<file path="src/rtl/pit_pkg.sv">
package pit_pkg;
  typedef enum logic [1:0] {
    PM_CAPTURE = 2'd0,
    PM_HIGH    = 2'd1,
    PM_XHIGH   = 2'd2,
    PM_XPERIOD = 2'd3
  } pit_mode_e;
endpackage

</file>
<file path="src/rtl/pit_edge.sv">
module pit_edge #(
  parameter int STAGES = 2
) (
  input  logic clk_i,
  input  logic rst_ni,
  input  logic d_i,
  output logic lvl_o,
  output logic prev_o
);
  logic [STAGES-1:0] sync_q;
  logic              prev_q;

  always_ff @(posedge clk_i or negedge rst_ni) begin
    if (!rst_ni) begin
      sync_q <= '0;
      prev_q <= 1'b0;
    end else begin
      sync_q <= {sync_q[STAGES-2:0], d_i};
      prev_q <= sync_q[STAGES-1];
    end
  end

  assign lvl_o  = sync_q[STAGES-1];
  assign prev_o = prev_q;
endmodule

</file>
<file path="src/rtl/pit_engine.sv">
module pit_engine
  import pit_pkg::*;
#(
  parameter int CNT_W  = 16,
  parameter int XCNT_W = 8
) (
  input  logic              clk_i,
  input  logic              rst_ni,
  input  logic              start_i,
  input  logic [1:0]        mode_i,
  input  logic              bsel_i,
  input  logic [XCNT_W-1:0] xcount_i,
  input  logic [1:0]        lvl_i,
  input  logic [1:0]        prev_i,
  output logic              pub_o,
  output logic [CNT_W-1:0]  pub_val_o,
  output logic              run_o
);
  localparam logic [CNT_W-1:0]  CNT_MAX = {CNT_W{1'b1}};
  localparam logic [XCNT_W-1:0] X_ONE   = XCNT_W'(1);

  pit_mode_e         mode_q;
  logic              bsel_q, run_q, open_q, open_d;
  logic [XCNT_W-1:0] x_q, pcnt_q, pcnt_d;
  logic [CNT_W-1:0]  cnt_q, cnt_d, cnt_inc;
  logic              a_lvl, a_rise, a_fall, b_evt, last_pulse;
  logic [XCNT_W:0]   pcnt_next;

  assign a_lvl  = lvl_i[0];
  assign a_rise = lvl_i[0] & ~prev_i[0];
  assign a_fall = ~lvl_i[0] & prev_i[0];
  // bsel 0: B rise only; bsel 1: either B transition
  assign b_evt  = bsel_q ? (lvl_i[1] ^ prev_i[1]) : (lvl_i[1] & ~prev_i[1]);

  assign cnt_inc    = (cnt_q == CNT_MAX) ? cnt_q : cnt_q + 1'b1;
  assign pcnt_next  = {1'b0, pcnt_q} + 1'b1;
  assign last_pulse = pcnt_next >= {1'b0, x_q};

  always_comb begin
    cnt_d     = cnt_q;
    pcnt_d    = pcnt_q;
    open_d    = open_q;
    pub_o     = 1'b0;
    pub_val_o = cnt_q;
    if (run_q && !start_i) begin
      unique case (mode_q)
        PM_CAPTURE: begin
          if (a_rise) begin
            pub_o     = 1'b1;
            pub_val_o = cnt_inc;
            cnt_d     = '0;
          end else begin
            cnt_d = cnt_inc;
          end
        end
        PM_HIGH: begin
          if (a_fall) begin
            pub_o = 1'b1;
            cnt_d = '0;
          end else if (a_lvl) begin
            cnt_d = cnt_inc;
          end
        end
        PM_XHIGH: begin
          if (a_lvl) begin
            cnt_d = cnt_inc;
          end else if (a_fall) begin
            if (last_pulse) begin
              pub_o  = 1'b1;
              cnt_d  = '0;
              pcnt_d = '0;
            end else begin
              pcnt_d = pcnt_next[XCNT_W-1:0];
            end
          end
        end
        PM_XPERIOD: begin
          if (open_q) begin
            if (b_evt) begin
              open_d = 1'b0;
              if (last_pulse) begin
                pub_o     = 1'b1;
                pub_val_o = cnt_inc;
                cnt_d     = '0;
                pcnt_d    = '0;
              end else begin
                cnt_d  = cnt_inc;
                pcnt_d = pcnt_next[XCNT_W-1:0];
              end
            end else begin
              cnt_d = cnt_inc;
            end
          end else if (a_rise) begin
            open_d = 1'b1;
          end
        end
        default: ;
      endcase
    end
  end

  always_ff @(posedge clk_i or negedge rst_ni) begin
    if (!rst_ni) begin
      mode_q <= PM_CAPTURE;
      bsel_q <= 1'b0;
      x_q    <= X_ONE;
      run_q  <= 1'b0;
      open_q <= 1'b0;
      cnt_q  <= '0;
      pcnt_q <= '0;
    end else if (start_i) begin
      mode_q <= pit_mode_e'(mode_i);
      bsel_q <= bsel_i;
      x_q    <= (xcount_i == '0) ? X_ONE : xcount_i;
      run_q  <= 1'b1;
      open_q <= 1'b0;
      cnt_q  <= '0;
      pcnt_q <= '0;
    end else begin
      open_q <= open_d;
      cnt_q  <= cnt_d;
      pcnt_q <= pcnt_d;
    end
  end

  assign run_o = run_q;
endmodule

</file>
<file path="src/rtl/pit_result.sv">
module pit_result #(
  parameter int CNT_W = 16
) (
  input  logic             clk_i,
  input  logic             rst_ni,
  input  logic             start_i,
  input  logic             ack_i,
  input  logic             pub_i,
  input  logic [CNT_W-1:0] val_i,
  output logic [CNT_W-1:0] result_o,
  output logic             ready_o,
  output logic             overrun_o,
  output logic             sat_o
);
  localparam logic [CNT_W-1:0] CNT_MAX = {CNT_W{1'b1}};

  always_ff @(posedge clk_i or negedge rst_ni) begin
    if (!rst_ni) begin
      result_o  <= '0;
      ready_o   <= 1'b0;
      overrun_o <= 1'b0;
      sat_o     <= 1'b0;
    end else if (start_i) begin
      result_o  <= '0;
      ready_o   <= 1'b0;
      overrun_o <= 1'b0;
      sat_o     <= 1'b0;
    end else if (pub_i) begin
      result_o <= val_i;
      ready_o  <= 1'b1;
      sat_o    <= (val_i == CNT_MAX);
      if (ready_o && !ack_i) overrun_o <= 1'b1;
    end else if (ack_i) begin
      ready_o <= 1'b0;
    end
  end
endmodule

</file>
<file path="src/rtl/pulse_timer.sv">
module pulse_timer #(
  parameter int CNT_W  = 16,
  parameter int XCNT_W = 8
) (
  input  logic              clk_i,
  input  logic              rst_ni,
  input  logic [1:0]        mode_i,
  input  logic              bsel_i,
  input  logic [XCNT_W-1:0] xcount_i,
  input  logic              start_i,
  input  logic              ack_i,
  input  logic              a_i,
  input  logic              b_i,
  output logic [CNT_W-1:0]  result_o,
  output logic              ready_o,
  output logic              overrun_o,
  output logic              sat_o
);
  localparam int N_IN = 2;

  logic [N_IN-1:0] raw_w, lvl_w, prev_w;
  logic            pub_w, run_w;
  logic [CNT_W-1:0] pub_val_w;

  assign raw_w = {b_i, a_i};

  for (genvar g = 0; g < N_IN; g++) begin : g_in
    pit_edge #(.STAGES(2)) u_edge (
      .clk_i  (clk_i),
      .rst_ni (rst_ni),
      .d_i    (raw_w[g]),
      .lvl_o  (lvl_w[g]),
      .prev_o (prev_w[g])
    );
  end

  pit_engine #(.CNT_W(CNT_W), .XCNT_W(XCNT_W)) u_engine (
    .clk_i     (clk_i),
    .rst_ni    (rst_ni),
    .start_i   (start_i),
    .mode_i    (mode_i),
    .bsel_i    (bsel_i),
    .xcount_i  (xcount_i),
    .lvl_i     (lvl_w),
    .prev_i    (prev_w),
    .pub_o     (pub_w),
    .pub_val_o (pub_val_w),
    .run_o     (run_w)
  );

  pit_result #(.CNT_W(CNT_W)) u_result (
    .clk_i     (clk_i),
    .rst_ni    (rst_ni),
    .start_i   (start_i),
    .ack_i     (ack_i),
    .pub_i     (pub_w),
    .val_i     (pub_val_w),
    .result_o  (result_o),
    .ready_o   (ready_o),
    .overrun_o (overrun_o),
    .sat_o     (sat_o)
  );
endmodule

</file>
<file path="config.mk">
export PLATFORM = sky130hd
export DESIGN_NAME = pulse_timer
export DESIGN_NICKNAME = d
export VERILOG_FILES = /design/src/rtl/pit_pkg.sv /design/src/rtl/pit_edge.sv /design/src/rtl/pit_engine.sv /design/src/rtl/pit_result.sv /design/src/rtl/pulse_timer.sv
export SDC_FILE = /design/constraint.sdc
export NUM_CORES = 1
export LEC_CHECK = 0
export ABC_AREA = 0
export CAP_MARGIN = 20
export CELL_PAD_IN_SITES_DETAIL_PLACEMENT = 1
export CELL_PAD_IN_SITES_GLOBAL_PLACEMENT = 1
export CORE_MARGIN = 2
export CORE_UTILIZATION = 53
export CTS_CLUSTER_SIZE = 10
export DETAILED_ROUTE_END_ITERATION = 7
export DONT_BUFFER_PORTS = 1
export PLACE_DENSITY_LB_ADDON = 0.1
export SYNTH_ARGS = -nofsm -noshare
export SYNTH_HDL_FRONTEND = slang
export SYNTH_SLANG_ARGS = --single-unit
</file>
<file path="constraint.sdc">
create_clock -name clk_i -period 7.9 [get_ports clk_i]
set_input_delay 0.79 -clock clk_i [delete_from_list [all_inputs] [get_ports clk_i]]
set_output_delay 0.79 -clock clk_i [all_outputs]
set_load 0.005 [all_outputs]
</file>
# Word-level counts from Yosys, hierarchy flattened
# Index checks and enable logic that the tools add are counted.
[classes]
n_eq_ne = 12
n_mul = 0
n_div = 0
reduce_logical = 16
n_mux = 53
shifts = 0
n_addsub = 2
bitwise = 7
order_cmp = 1
[ops]
columns = ["op", "count"]
rows = [
  ["16-bit two-way mux", 19],
  ["8-bit two-way mux", 8],
  ["16-bit case mux with 4 select lines", 1],
  ["16-bit equality test, second input constant", 2],
  ["16-bit case mux with 2 select lines", 1],
  ["1-bit two-way mux", 22],
  ["16-bit by 1-bit adder with 16-bit output, second input constant", 1],
  ["8-bit case mux with 2 select lines", 1],
  ["4-bit by 3-bit != test with 1-bit output, second input constant", 3],
  ["8-bit by 1-bit adder with 9-bit output, second input constant", 1],
  ["9-bit by 8-bit greater-or-equal comparator with 1-bit output", 1],
  ["3-bit by 2-bit != test with 1-bit output, second input constant", 3],
  ["8-bit zero test", 1],
  ["2-bit nonzero test", 4],
  ["6-bit AND reduction", 1],
  ["3-bit nonzero test", 2],
  ["5-bit AND reduction", 1],
  ["2-bit equality test, second input constant", 2],
  ["1-bit case mux with 4 select lines", 1],
  ["2-bit AND reduction", 2],
  ["1-bit bitwise AND", 3],
  ["3-bit != test, second input constant", 1],
  ["1-bit NOT", 3],
  ["2-bit by 1-bit equality test with 1-bit output, second input constant", 1],
  ["4 further kinds", 6],
]
[totals]
mem_count = 0
ram_bits = 0
output_inout_bits = 19
input_bits = 17
ff_bits = 62
latchBits = 0
rom_bits = 0
elab_cells = 106

# Depth between registers and ports, before layout
# Gate-level depths: netlist of the first run.
[depth]
word_depth = 10
depth_mapped = 15
depth_no_buf = 13

# By module
# A second synthesis of the first run with hierarchy kept.
[unflattened]
cells_unflattened = 448
area_unflattened_um2 = 3910.0
[by_module_without_submodules]
columns = ["mod", "area_per_inst_um2", "cells_each", "n_inst"]
rows = [
  ["pit_engine", 2950.3, 374, 1],
  ["pit_result", 809.5, 68, 1],
  ["pit_edge", 75.1, 3, 2],
]

# Worst setup path before layout of the first run
# No wires, ideal clock.
[synth_timing]
path_type = "register to register"
start = "register u_engine.pcnt_q[2]"
end = "register u_engine.cnt_q[5]"
setup_slack_ps = 4572
synth_period_minus_slack_ps = 3328
setup_time_ps = 76
path_buffers = 1
arrival_time_ps = 3251
path_stages_with_launch = 15
path_cell_list = "dfrtp_1 > and3_1 > and3_1 > nand3_1 > xnor2_1 > ha_1 > and3_1 > a221o_1 > or2_4 > o21ai_2 > a211oi_2 > or4_1 > buf_2 > or3_1 > o21ai_1"
[synth_between]
elab_chain_cells = 8
elab_cells_between_ends = 10
cone_classes = "1 x add/sub; 1 x order compare; 1 x eq/ne; 6 x mux; 1 x reduce/logical"
[synth_lines]
columns = ["item", "line", "rtl"]
rows = [
  ["start, declared", "pit_engine.sv:24", "logic [XCNT_W-1:0] x_q, pcnt_q, pcnt_d;"],
  ["start signal, assigned", "pit_engine.sv:122", "pcnt_q <= pcnt_d;"],
  ["8-bit by 1-bit adder with 9-bit output *", "pit_engine.sv:36", "assign pcnt_next = {1'b0, pcnt_q} + 1'b1;"],
  ["9-bit by 8-bit greater-or-equal comparator with 1-bit output *", "pit_engine.sv:37", "assign last_pulse = pcnt_next >= {1'b0, x_q};"],
  ["16-bit two-way mux", "pit_engine.sv:81", "if (last_pulse) begin"],
  ["16-bit two-way mux", "pit_engine.sv:79", "if (b_evt) begin"],
  ["16-bit two-way mux", "pit_engine.sv:78", "if (open_q) begin"],
  ["16-bit case mux with 4 select lines", "pit_engine.sv:46", "unique case (mode_q)"],
  ["16-bit two-way mux", "pit_engine.sv:45", "if (run_q && !start_i) begin"],
  ["16-bit two-way mux", "pit_engine.sv:111", "end else if (start_i) begin"],
  ["end signal, assigned", "pit_engine.sv:121", "cnt_q <= cnt_d;"],
  ["end, declared", "pit_engine.sv:25", "logic [CNT_W-1:0] cnt_q, cnt_d, cnt_inc;"],
]
# Mark *: on every way between the ends. The rest lies on a longest branch, timed or not. The select of a mux whose other input is x is not followed.
# A chain may end at the register's enable or synchronous reset.

# Final worst setup path of the first run
[layout_timing]
start = "register u_engine.pcnt_q[2]"
end = "register u_result.sat_o"
[layout_between]
elab_chain_cells = 10
elab_cells_between_ends = 18
cone_classes = "1 x add/sub; 1 x order compare; 1 x eq/ne; 14 x mux; 1 x reduce/logical"
[layout_lines]
columns = ["item", "line", "rtl"]
rows = [
  ["8-bit by 1-bit adder with 9-bit output *", "pit_engine.sv:36", ""],
  ["9-bit by 8-bit greater-or-equal comparator with 1-bit output *", "pit_engine.sv:37", ""],
  ["16-bit two-way mux", "pit_engine.sv:81", ""],
  ["16-bit two-way mux", "pit_engine.sv:79", ""],
  ["16-bit two-way mux", "pit_engine.sv:78", ""],
  ["16-bit case mux with 2 select lines", "pit_engine.sv:46", ""],
  ["16-bit two-way mux", "pit_engine.sv:45", ""],
  ["16-bit equality test", "pit_result.sv:31", "sat_o <= (val_i == CNT_MAX);"],
  ["1-bit two-way mux", "pit_result.sv:28", "end else if (pub_i) begin"],
  ["1-bit two-way mux", "pit_result.sv:23", "end else if (start_i) begin"],
  ["end signal, assigned", "pit_result.sv:31", ""],
  ["end, declared", "pit_result.sv:13", "output logic sat_o"],
]
# Marks and branches as above.

==> flow_metrics.tcl, run 1 <==
set metrics [dict create \
    synth_edf_count 0 \
    drive_above_1_share_pct 9.501 \
    fin_setup_tns_ns 0 \
    synthCells 429 \
    slew_headroom_pct 30.04 \
    end_kind "register" \
    nNetsFinal 448 \
    synth_cell_type_count 65 \
    htreeDepth 3 \
    synth_area_um2 3797 \
    cts_buffers 9 \
    area_growth_pct 5.832 \
    path_class "register to register" \
    yosysWarnings 0 \
    portBuffers 0 \
    p_total_uw 705.1 \
    critPathLaunchType "register" \
    crit_fanout 14 \
    clock_path_buffers 2 \
    ant_nets 0 \
    r2r_slack_ns 3.82 \
    dpl_worst_slack_ns 3.930 \
    vias_per_cell 6.518 \
    io_pins 36 \
    grt.overflow.total 0 \
    timing.final.ws_setup_ns 3.824 \
    synthFlopType "dfrtp_1" \
    outcome "complete, no violations" \
    r2r_cells 13 \
    timing_hold_violations_final 0 \
    drt_iter0_markers 230 \
    finalNonFillerCells 517 \
    start_util_pct 55.28 \
    period_needed_ns 4.076 \
    synth_seq_cells 62 \
    crit_start "u_engine.pcnt_q[2]" \
    finalClockSkew_ns 0.01100 \
    ir_worst_vdd_mv 0.1145 \
    dp_cells 501 \
    reg2reg_from "u_engine.pcnt_q[2]" \
    cts_root_buffer "clkbuf_8" \
    async_flop_share_pct 100.0 \
    fmax_ghz 0.2454 \
    cts-resized-gates 0 \
    clock_sinks 62 \
    wl_per_cell_um 20.79 \
    dr.pass1.iters 4 \
    grt_max_degree 63 \
    place_congestion 0.9483 \
    worst_pin_slew_ns 1.045 \
    synthesis.nets 461 \
    powerDensity_nw_per_um2 175.4 \
    cp_data_required_time_ns 8.16 \
    clkTransAtPathRegs_ns 0.08 \
    cts_tree "yes" \
    synth_seq_area_share_pct 40.89 \
    hold_buffers 0 \
    vias 3370 \
    antennaDiodeCount 0 \
    grt_pass1_vias 3268 \
    dieWidth_um 88.65 \
    drv_cap 0 \
    drc 0 \
    wl_mm 10.75 \
    hold_class "input port to asynchronous set/reset pin" \
    insertion_delay_ns 0.34 \
    setup_viol 0 \
    dp_hpwl_mm 7.761 \
    period_share_pct 51.59 \
    core_um2 6869 \
    syn_avg_cell_area_um2 8.852 \
    die-height_um 88.65 \
    worstPathArrival_ns 4.33 \
    antenna_found_initial 0 \
    power_leakage_uw 0.001745 \
    grt_usage_pct 29.23 \
    r2r-end "u_result.sat_o" \
    rsz0062_at_grt "no" \
    fill_cells 824 \
    rows 30 \
    die_area_um2 7858 \
    drv_slew 0 \
    grt_pass1_wl_mm 17.57 \
    postCtsSetupRepairBufs 0 \
]
## where the power goes
group	switching [uW]	internal [uW]	leakage [uW]
combinational	57.8	27.1	0.000827
clock	130	154	0.0000955
sequential	8.56	327	0.000823
total	196	509	0.00175
## routing by layer
metal / up-vias / track usage (%) / routed length [um]
li1: 1559 / - / -
met1: 1703 / 44.68 / 5301
met2: 96 / 42.27 / 4696
met3: 12 / 5.597 / 612
met4: 0 / 7.438 / 140
met5: - / 0 / 0
## Yosys cell counts, types with 7 or more instances
cell type,count,share of area (%)
and3_1,14,2.3
a22o_1,12,2.8
inv_1,20,2.0
nor2_1,26,2.6
nand3_1,25,3.3
nand2_1,29,2.9
ha_1,15,4.9
nand4_1,11,1.8
clkbuf_1,17,1.7
and2_1,7,1.2
buf_2,7,0.92
o21ai_0,34,4.5
dfrtp_1,61,40
a21oi_1,36,4.7
## logic make-up (layout without fill, tap and decap cells)
kind of cell	Yosys count	count (layout)	synth area share (%)
compound gates	146	146	25.57
simple gates	147	147	20.46
buf+inv	48	40	5.304
flops	62	62	40.89
xor+xnor	6	6	1.384
fa+ha+maj	15	15	4.942
mux	5	5	1.450
## cells in the final DEF, fill, tap and decap left out, drive strengths merged, types with 2 or more instances in the layout
cell / count
a31oi: 3
xnor2: 4
a21oi: 38
a211oi: 7
buf: 4
nand2b: 4
o31ai: 3
a22oi: 5
nor2b: 5
or4: 3
clkinv: 2
or3: 4
clkbuf: 11
o221ai: 2
a31o: 6
xor2: 2
nor2: 27
nor4: 4
dfrtp: 61
nand3: 25
o22ai: 3
nand2: 29
inv: 20
nand4: 11
and2: 7
nor3: 7
or2: 3
a221o: 2
o22a: 4
and4: 2
a221oi: 3
a41oi: 2
and3: 14
ha: 15
mux2: 4
o21ai: 39
clkinvlp: 2
a22o: 12
a21o: 5
## registers in the layout (all words and copies together), names as in the netlist
| name | flops |
|---|---|
| u_engine.open_q | 1 |
| u_engine.mode_q | 2 |
| g_in.u_edge.sync_q | 4 |
| u_engine.run_o | 1 |
| u_result.overrun_o | 1 |
| u_result.result_o | 16 |
| g_in.u_edge.prev_o | 2 |
| u_engine.cnt_q | 16 |
| u_engine.pcnt_q | 8 |
| u_engine.bsel_q | 1 |
| u_engine.x_q | 8 |
| u_result.ready_o | 1 |
| u_result.sat_o | 1 |
## final cells by class
cell class | instances | area [um^2] | area share (%)
multi-input combinational | 319 | 2043 | 50.84
clock buffer | 11 | 141.4 | 3.518
inverter | 20 | 75.07 | 1.868
clock inverter | 5 | 58.81 | 1.463
sequential | 62 | 1553 | 38.64
tap | 96 | 120.1 | 2.989
timing repair buffer | 4 | 27.53 | 0.6849
## critical path: stages, from the launching register on
cell and delay (ns):
dfrtp_1 0.44, and3_1 0.22, and3_1 0.21, nand3_1 0.11
xnor2_1 0.21, ha_1 0.28, and3_1 0.16, a221o_1 0.39
o211a_1 0.25, nor2_1 0.73, a21oi_1 0.11, o22a_1 0.25
a2111o_1 0.40, o31ai_1 0.23
## worst max-delay path by stage
stage                         to  cells after the start  slack (ns)
3_5_place_dp      u_result.sat_o                     13        3.93
5_1_grt           u_result.sat_o                     13        3.50
4_1_cts           u_result.sat_o                     13        3.90
6_report          u_result.sat_o                     13        3.82
2_1_floorplan  u_engine.cnt_q[5]                     14        4.57
3_3_place_gp      u_result.sat_o                     13        4.12
## through the flow
step | util [%] | area, um^2 | hold slack (ns)
4_1_cts | 58.51 | 4019 | 0.1247
5_1_grt | 58.51 | 4019 | 0.1151
3_5_place_dp | 55.59 | 3819 | 0.3364
3_3_place_gp | 55.52 | 3814 | 0.3334
6_report | 58.51 | 4019 | 0.1340
2_1_floorplan | - | 3797 | 0.3312
No activity file was read; power rests on OpenSTA's default activity.
==> run 2: changes to the inputs <==
--- a/config.mk
+++ b/config.mk
@@ -10,7 +10,7 @@
 export CELL_PAD_IN_SITES_DETAIL_PLACEMENT = 1
 export CELL_PAD_IN_SITES_GLOBAL_PLACEMENT = 1
 export CORE_MARGIN = 2
-export CORE_UTILIZATION = 53
+export CORE_UTILIZATION = 44
 export CTS_CLUSTER_SIZE = 10
 export DETAILED_ROUTE_END_ITERATION = 7
 export DONT_BUFFER_PORTS = 1
==> constraint.sdc (replaced) <==
create_clock -name clk_i -period 3.3 [get_ports clk_i]
set_input_delay 0.33 -clock clk_i [delete_from_list [all_inputs] [get_ports clk_i]]
set_output_delay 0.33 -clock clk_i [all_outputs]
set_load 0.005 [all_outputs]
==> flow_metrics.tcl, run 2 (synthesis gave the netlist of run 1 again) <==
set metrics [dict create \
    outcome "complete, but fails checks" \
    failed_checks "negative setup slack" \
    grt.overflow.total 0 \
    cp_slowest_cell "or4_4" \
    regArea_um2 1553 \
    rsz0062_at_grt "yes" \
    top_regs "u_engine.cnt_q: 16 flops, u_result.result_o: 16 flops" \
    portBuffers 0 \
    drc 0 \
    dr.pass1.iters 4 \
    dp_hpwl_mm 8.659 \
    postLayoutCoreUtil_pct 57.92 \
    start_util_pct 45.76 \
    wl_mm 13.38 \
    rows 33 \
    end_kind "register" \
    nNetsFinal 505 \
    finalClockSkew_ns 0.01186 \
    holdPathStages 1 \
    wl_per_cell_um 22.98 \
    dpl_worst_slack_ns -0.1678 \
    layout_commonest_cell "dfrtp_1" \
    core_um2 8299 \
    cp_data_required_time_ns 3.58 \
    worst_pin_slew_ns 0.6937 \
    worstPathArrival_ns 3.74 \
    drv_slew 0 \
    grt_pass1_vias 3577 \
    cts_tree "yes" \
    setup_viol 13 \
    place_congestion 0.9033 \
    drv_cap 0 \
    timing.final.ws_setup_ns -0.1556 \
    powerDensity_nw_per_um2 382.9 \
    vias 3689 \
    insertion_delay_ns 0.36 \
    power_leakage_uw 0.002119 \
    dieWidth_um 96.90 \
    path_common_cell "and3_4" \
    slew_headroom_pct 53.70 \
    die-height_um 96.90 \
    antenna_found_initial 0 \
    mostFrequentLayoutCells "dfrtp_1 (61), buf_4 (44), nand2_1 (28), a21oi_1 (26)" \
    antennaDiodeCount 0 \
    area_growth_pct 26.59 \
    cts_buffers 9 \
    dp_cells 545 \
    path_class "register to register" \
    path_cells "and3_4 > and3_4 > nand3_2 > xnor2_2 > ha_1 > and3_4 > a221o_1 > or2_4 > o21ai_2 > a211oi_2 > or4_4 > buf_6 > or3_1 > o21ai_1" \
    fill_cells 915 \
    grt_usage_pct 26.48 \
    multi_input_area_um2 2267 \
    ir_worst_vdd_mv 0.1792 \
    r2r_cells 14 \
    clock_path_buffers 2 \
    cts_root_buffer "clkbuf_8" \
    hold_class "input port to register" \
    ant_nets 0 \
    finalNonFillerCells 582 \
    slowest_delay_ns 0.53 \
    clock_sinks 62 \
    die_area_um2 9390 \
    holdWs_ns 0.02914 \
    io_pins 36 \
    timing_hold_violations_final 0 \
    crit_fanout 5 \
    fmax_ghz 0.2894 \
    period_needed_ns 3.456 \
    period_share_pct 104.7 \
    grt_pass1_wl_mm 19.81 \
    vias_per_cell 6.338 \
    clkTransAtPathRegs_ns 0.07 \
    drive_above_1_share_pct 28.93 \
    htreeDepth 3 \
    drt_iter0_markers 245 \
    grt_max_degree 63 \
    critPathLaunchType "register" \
]
-- run 2: cell count changes in the layout (fill, tap and decap cells not counted), sizes merged --
cell | previous run | this run
clkbuf | 11 | 13
dlygate4sd3 | 0 | 3
clkinvlp | 2 | 1
buf | 4 | 56
-- run 2: per-stage QoR --
stage / total power, uW / cell area [um^2] / setup TNS (ns)
after CTS: 1777 / 4516 / -0.3999
after detailed placement: 1064 / 4138 / -0.5296
after global routing: 1908 / 4807 / -4.100
after floorplan: 970.2 / 3802 / -0.01127
final: 1841 / 4807 / -1.161
after global placement: 1055 / 4138 / -0.06128
-- run 2: final cells by class --
cell class | count | share of cell area (%)
Multi-Input combinational cell | 319 | 47.16
Sequential cell | 62 | 32.30
Timing Repair Buffer | 61 | 12.31
Clock buffer | 11 | 2.941
Tap cell | 105 | 2.733
Inverter | 20 | 1.562
Clock inverter | 4 | 0.9891
-- run 2: final timing paths --
kind | start | end | slack [ns]
max | u_engine.pcnt_q[2] | u_engine.cnt_q[5] | -0.16
min | start_i | u_engine.x_q[0] | 0.03
max reg2reg | u_engine.pcnt_q[2] | u_engine.cnt_q[5] | -0.16
min reg2reg | g_in[0].u_edge.sync_q[0] | g_in[0].u_edge.sync_q[1] | 0.35
max in group asynchronous | rst_ni | u_engine.x_q[0] | 2.40
min in group asynchronous | rst_ni | u_result.result_o[12] | 0.57
-- run 2: repair_timing --
| action | in CTS | in global routing |
|---|---|---|
| setup endpoints to repair | 14 | 30 |
| gates resized for setup | 21 | 50 |
| pin swaps | 11 | 25 |
| gates cloned | 1 | 2 |
| buffers inserted | 6 | 12 |
| hold endpoints to repair | 64 | 0 |
| hold buffers | 4 | 0 |
-- run 2: metal layers --
layer / track usage [%] / part of all wire (%) / vias up
met4: 6.392 / 1.3 / 0
met1: 38.95 / 45 / 1880
met5: 0 / 0 / -
met2: 40.06 / 48 / 117
li1: - / - / 1679
met3: 5.419 / 6.1 / 13
-- run 2: power by group --
part,internal (uW),switching [uW]
registers,784,18.3
clock network,363,323
logic,152,201
-- run 2: worst max-delay path: cells and delay by family (launching register included) --
family,cells,cell delay (ns)
AO/OA/AOI/OAI,4,0.62
flip-flops,1,0.36
adder cells (fa/ha/maj),1,0.32
buffers and inverters,1,0.16
XOR/XNOR,1,0.17
AND/OR/NAND/NOR,7,1.75
==> run 3: changes to the inputs <==
--- a/config.mk
+++ b/config.mk
@@ -10,7 +10,7 @@
 export CELL_PAD_IN_SITES_DETAIL_PLACEMENT = 1
 export CELL_PAD_IN_SITES_GLOBAL_PLACEMENT = 1
 export CORE_MARGIN = 2
-export CORE_UTILIZATION = 44
+export CORE_UTILIZATION = 49
 export CTS_CLUSTER_SIZE = 10
 export DETAILED_ROUTE_END_ITERATION = 7
 export DONT_BUFFER_PORTS = 1
==> constraint.sdc (replaced) <==
create_clock -name clk_i -period 3.7 [get_ports clk_i]
set_input_delay 0.37 -clock clk_i [delete_from_list [all_inputs] [get_ports clk_i]]
set_output_delay 0.37 -clock clk_i [all_outputs]
set_load 0.005 [all_outputs]
==> flow_metrics.tcl, run 3 (synthesis gave the netlist of run 1 again) <==
set metrics [dict create \
    drv_cap 0 \
    portBuffers 0 \
    clock_path_buffers 2 \
    dpl_worst_slack_ns -0.005207 \
    outcome "complete, no violations" \
    die-height_um 92.03 \
    worstPathArrival_ns 3.88 \
    power_leakage_uw 0.001815 \
    hold_class "input port to register" \
    dr_wl_met3_um 560 \
    drive_above_1_share_pct 12.56 \
    powerDensity_nw_per_um2 350.8 \
    drc 0 \
    dr.pass1.iters 5 \
    dp_hpwl_mm 7.732 \
    nNetsFinal 459 \
    vias 3446 \
    fill_cells 898 \
    grt_pass1_wl_mm 17.85 \
    htreeDepth 3 \
    wl_per_cell_um 20.36 \
    path_class "register to register" \
    drt_iter0_markers 270 \
    drv_slew 0 \
    grt.overflow.total 0 \
    grt_usage_pct 26.75 \
    holdWs_ns 0.04279 \
    top_regs "u_engine.cnt_q: 16 flops, u_result.result_o: 16 flops" \
    wl_met2_mm 4.970 \
    fin_setup_tns_ns 0 \
    core_um2 7607 \
    wl_met1_mm 5.129 \
    vias_per_cell 6.477 \
    start_util_pct 49.92 \
    insertion_delay_ns 0.35 \
    finalClockSkew_ns 0.01105 \
    cp_data_required_time_ns 3.98 \
    top_layer "met4" \
    hold_path_startpoint "b_i" \
    antennaDiodeCount 0 \
    rows 32 \
    timing.final.ws_setup_ns 0.1022 \
    reg2reg_from "u_engine.pcnt_q[4]" \
    period_share_pct 97.24 \
    end_kind "register" \
    ir_worst_vdd_mv 0.1734 \
    die_area_um2 8470 \
    antenna_found_initial 0 \
    cts_tree "yes" \
    dieWidth_um 92.03 \
    worstHoldEndpoint "g_in[1].u_edge.sync_q[0]" \
    period_needed_ns 3.598 \
    clock_sinks 62 \
    timing_hold_violations_final 0 \
    worst_pin_slew_ns 0.7255 \
    slew_headroom_pct 51.02 \
    mostFrequentLayoutCells "dfrtp_1 (61), a21oi_1 (36), o21ai_0 (34), nand2_1 (29), nor2_1 (26)" \
    grt_max_degree 63 \
    grt_pass1_vias 3454 \
    clkTransAtPathRegs_ns 0.07 \
    holdPathStages 0 \
    r2r_cells 14 \
    area_growth_pct 9.061 \
    postLayoutCoreUtil_pct 54.44 \
    wl_mm 10.83 \
    ant_nets 0 \
    cts_buffers 9 \
    p_total_uw 1453 \
    crit_fanout 15 \
    setup_viol 0 \
    fmax_ghz 0.2779 \
    place_congestion 0.8909 \
    r2r-end "u_engine.cnt_q[5]" \
    critPathLaunchType "register" \
    layout_commonest_cell "dfrtp_1" \
    r2r_slack_ns 0.10 \
    cts_root_buffer "clkbuf_8" \
    io_pins 36 \
]
[run 3: metrics by stage]
stage / area (um^2) / std cells
after floorplan: 3797 / 429
after global placement: 3894 / 514
after detailed placement: 3894 / 514
after CTS: 4109 / 531
after global routing: 4141 / 532
final: 4141 / 532
[run 3: final cells by class]
type	instances	area, um^2	share of cell area [%]
multi-input combinational	319	2072	50.03
sequential	62	1553	37.49
timing repair buffer	15	151.4	3.656
clock buffer	10	137.6	3.323
tap	102	127.6	3.082
inverter	20	75.07	1.813
clock inverter	4	25.02	0.6042
[run 3: worst max-delay path by stage]
stage | from | endpoint | slack [ns] | depth (start not counted)
after floorplan | u_engine.pcnt_q[2] | u_engine.cnt_q[5] | 0.37 | 14
after global placement | u_engine.pcnt_q[4] | u_engine.cnt_q[5] | 0.19 | 14
final | u_engine.pcnt_q[4] | u_engine.cnt_q[5] | 0.10 | 14
after CTS | u_engine.pcnt_q[3] | u_engine.cnt_q[5] | 0.06 | 14
after global routing | u_engine.pcnt_q[4] | u_engine.cnt_q[5] | -0.03 | 14
after detailed placement | u_engine.pcnt_q[4] | u_engine.cnt_q[5] | -0.005 | 14
[run 3: where the power goes]
part | switching [uW] | internal, uW
Sequential | 17.2 | 699
Combinational | 138 | 72.4
Clock | 275 | 251
Total | 430 | 1020
[run 3: per-layer routing]
| metal | GRT usage (%) | up-vias |
|---|---|---|
| met2 | 41.05 | 99 |
| li1 | - | 1579 |
| met1 | 38.36 | 1751 |
| met4 | 9.453 | 0 |
| met5 | 0 | - |
| met3 | 4.355 | 17 |
[run 3: timing repair]
action	4_1_cts	5_1_grt
buffers inserted	1	1
hold buffers	2	0
pin swaps	0	1
endpoints found under the setup margin	1	4
gates resized for setup	1	5
endpoints found under the hold margin	62	0
[run 3: critical path: stages (launching register included)]
cell	delay [ns]
dfrtp_1	0.37
and3_1	0.17
and3_1	0.22
nand3_2	0.11
xnor2_2	0.17
ha_1	0.32
and3_1	0.17
a221o_1	0.39
or2_4	0.28
o21ai_2	0.12
a211oi_2	0.10
or4_1	0.51
buf_6	0.18
or3_1	0.35
o21ai_1	0.08
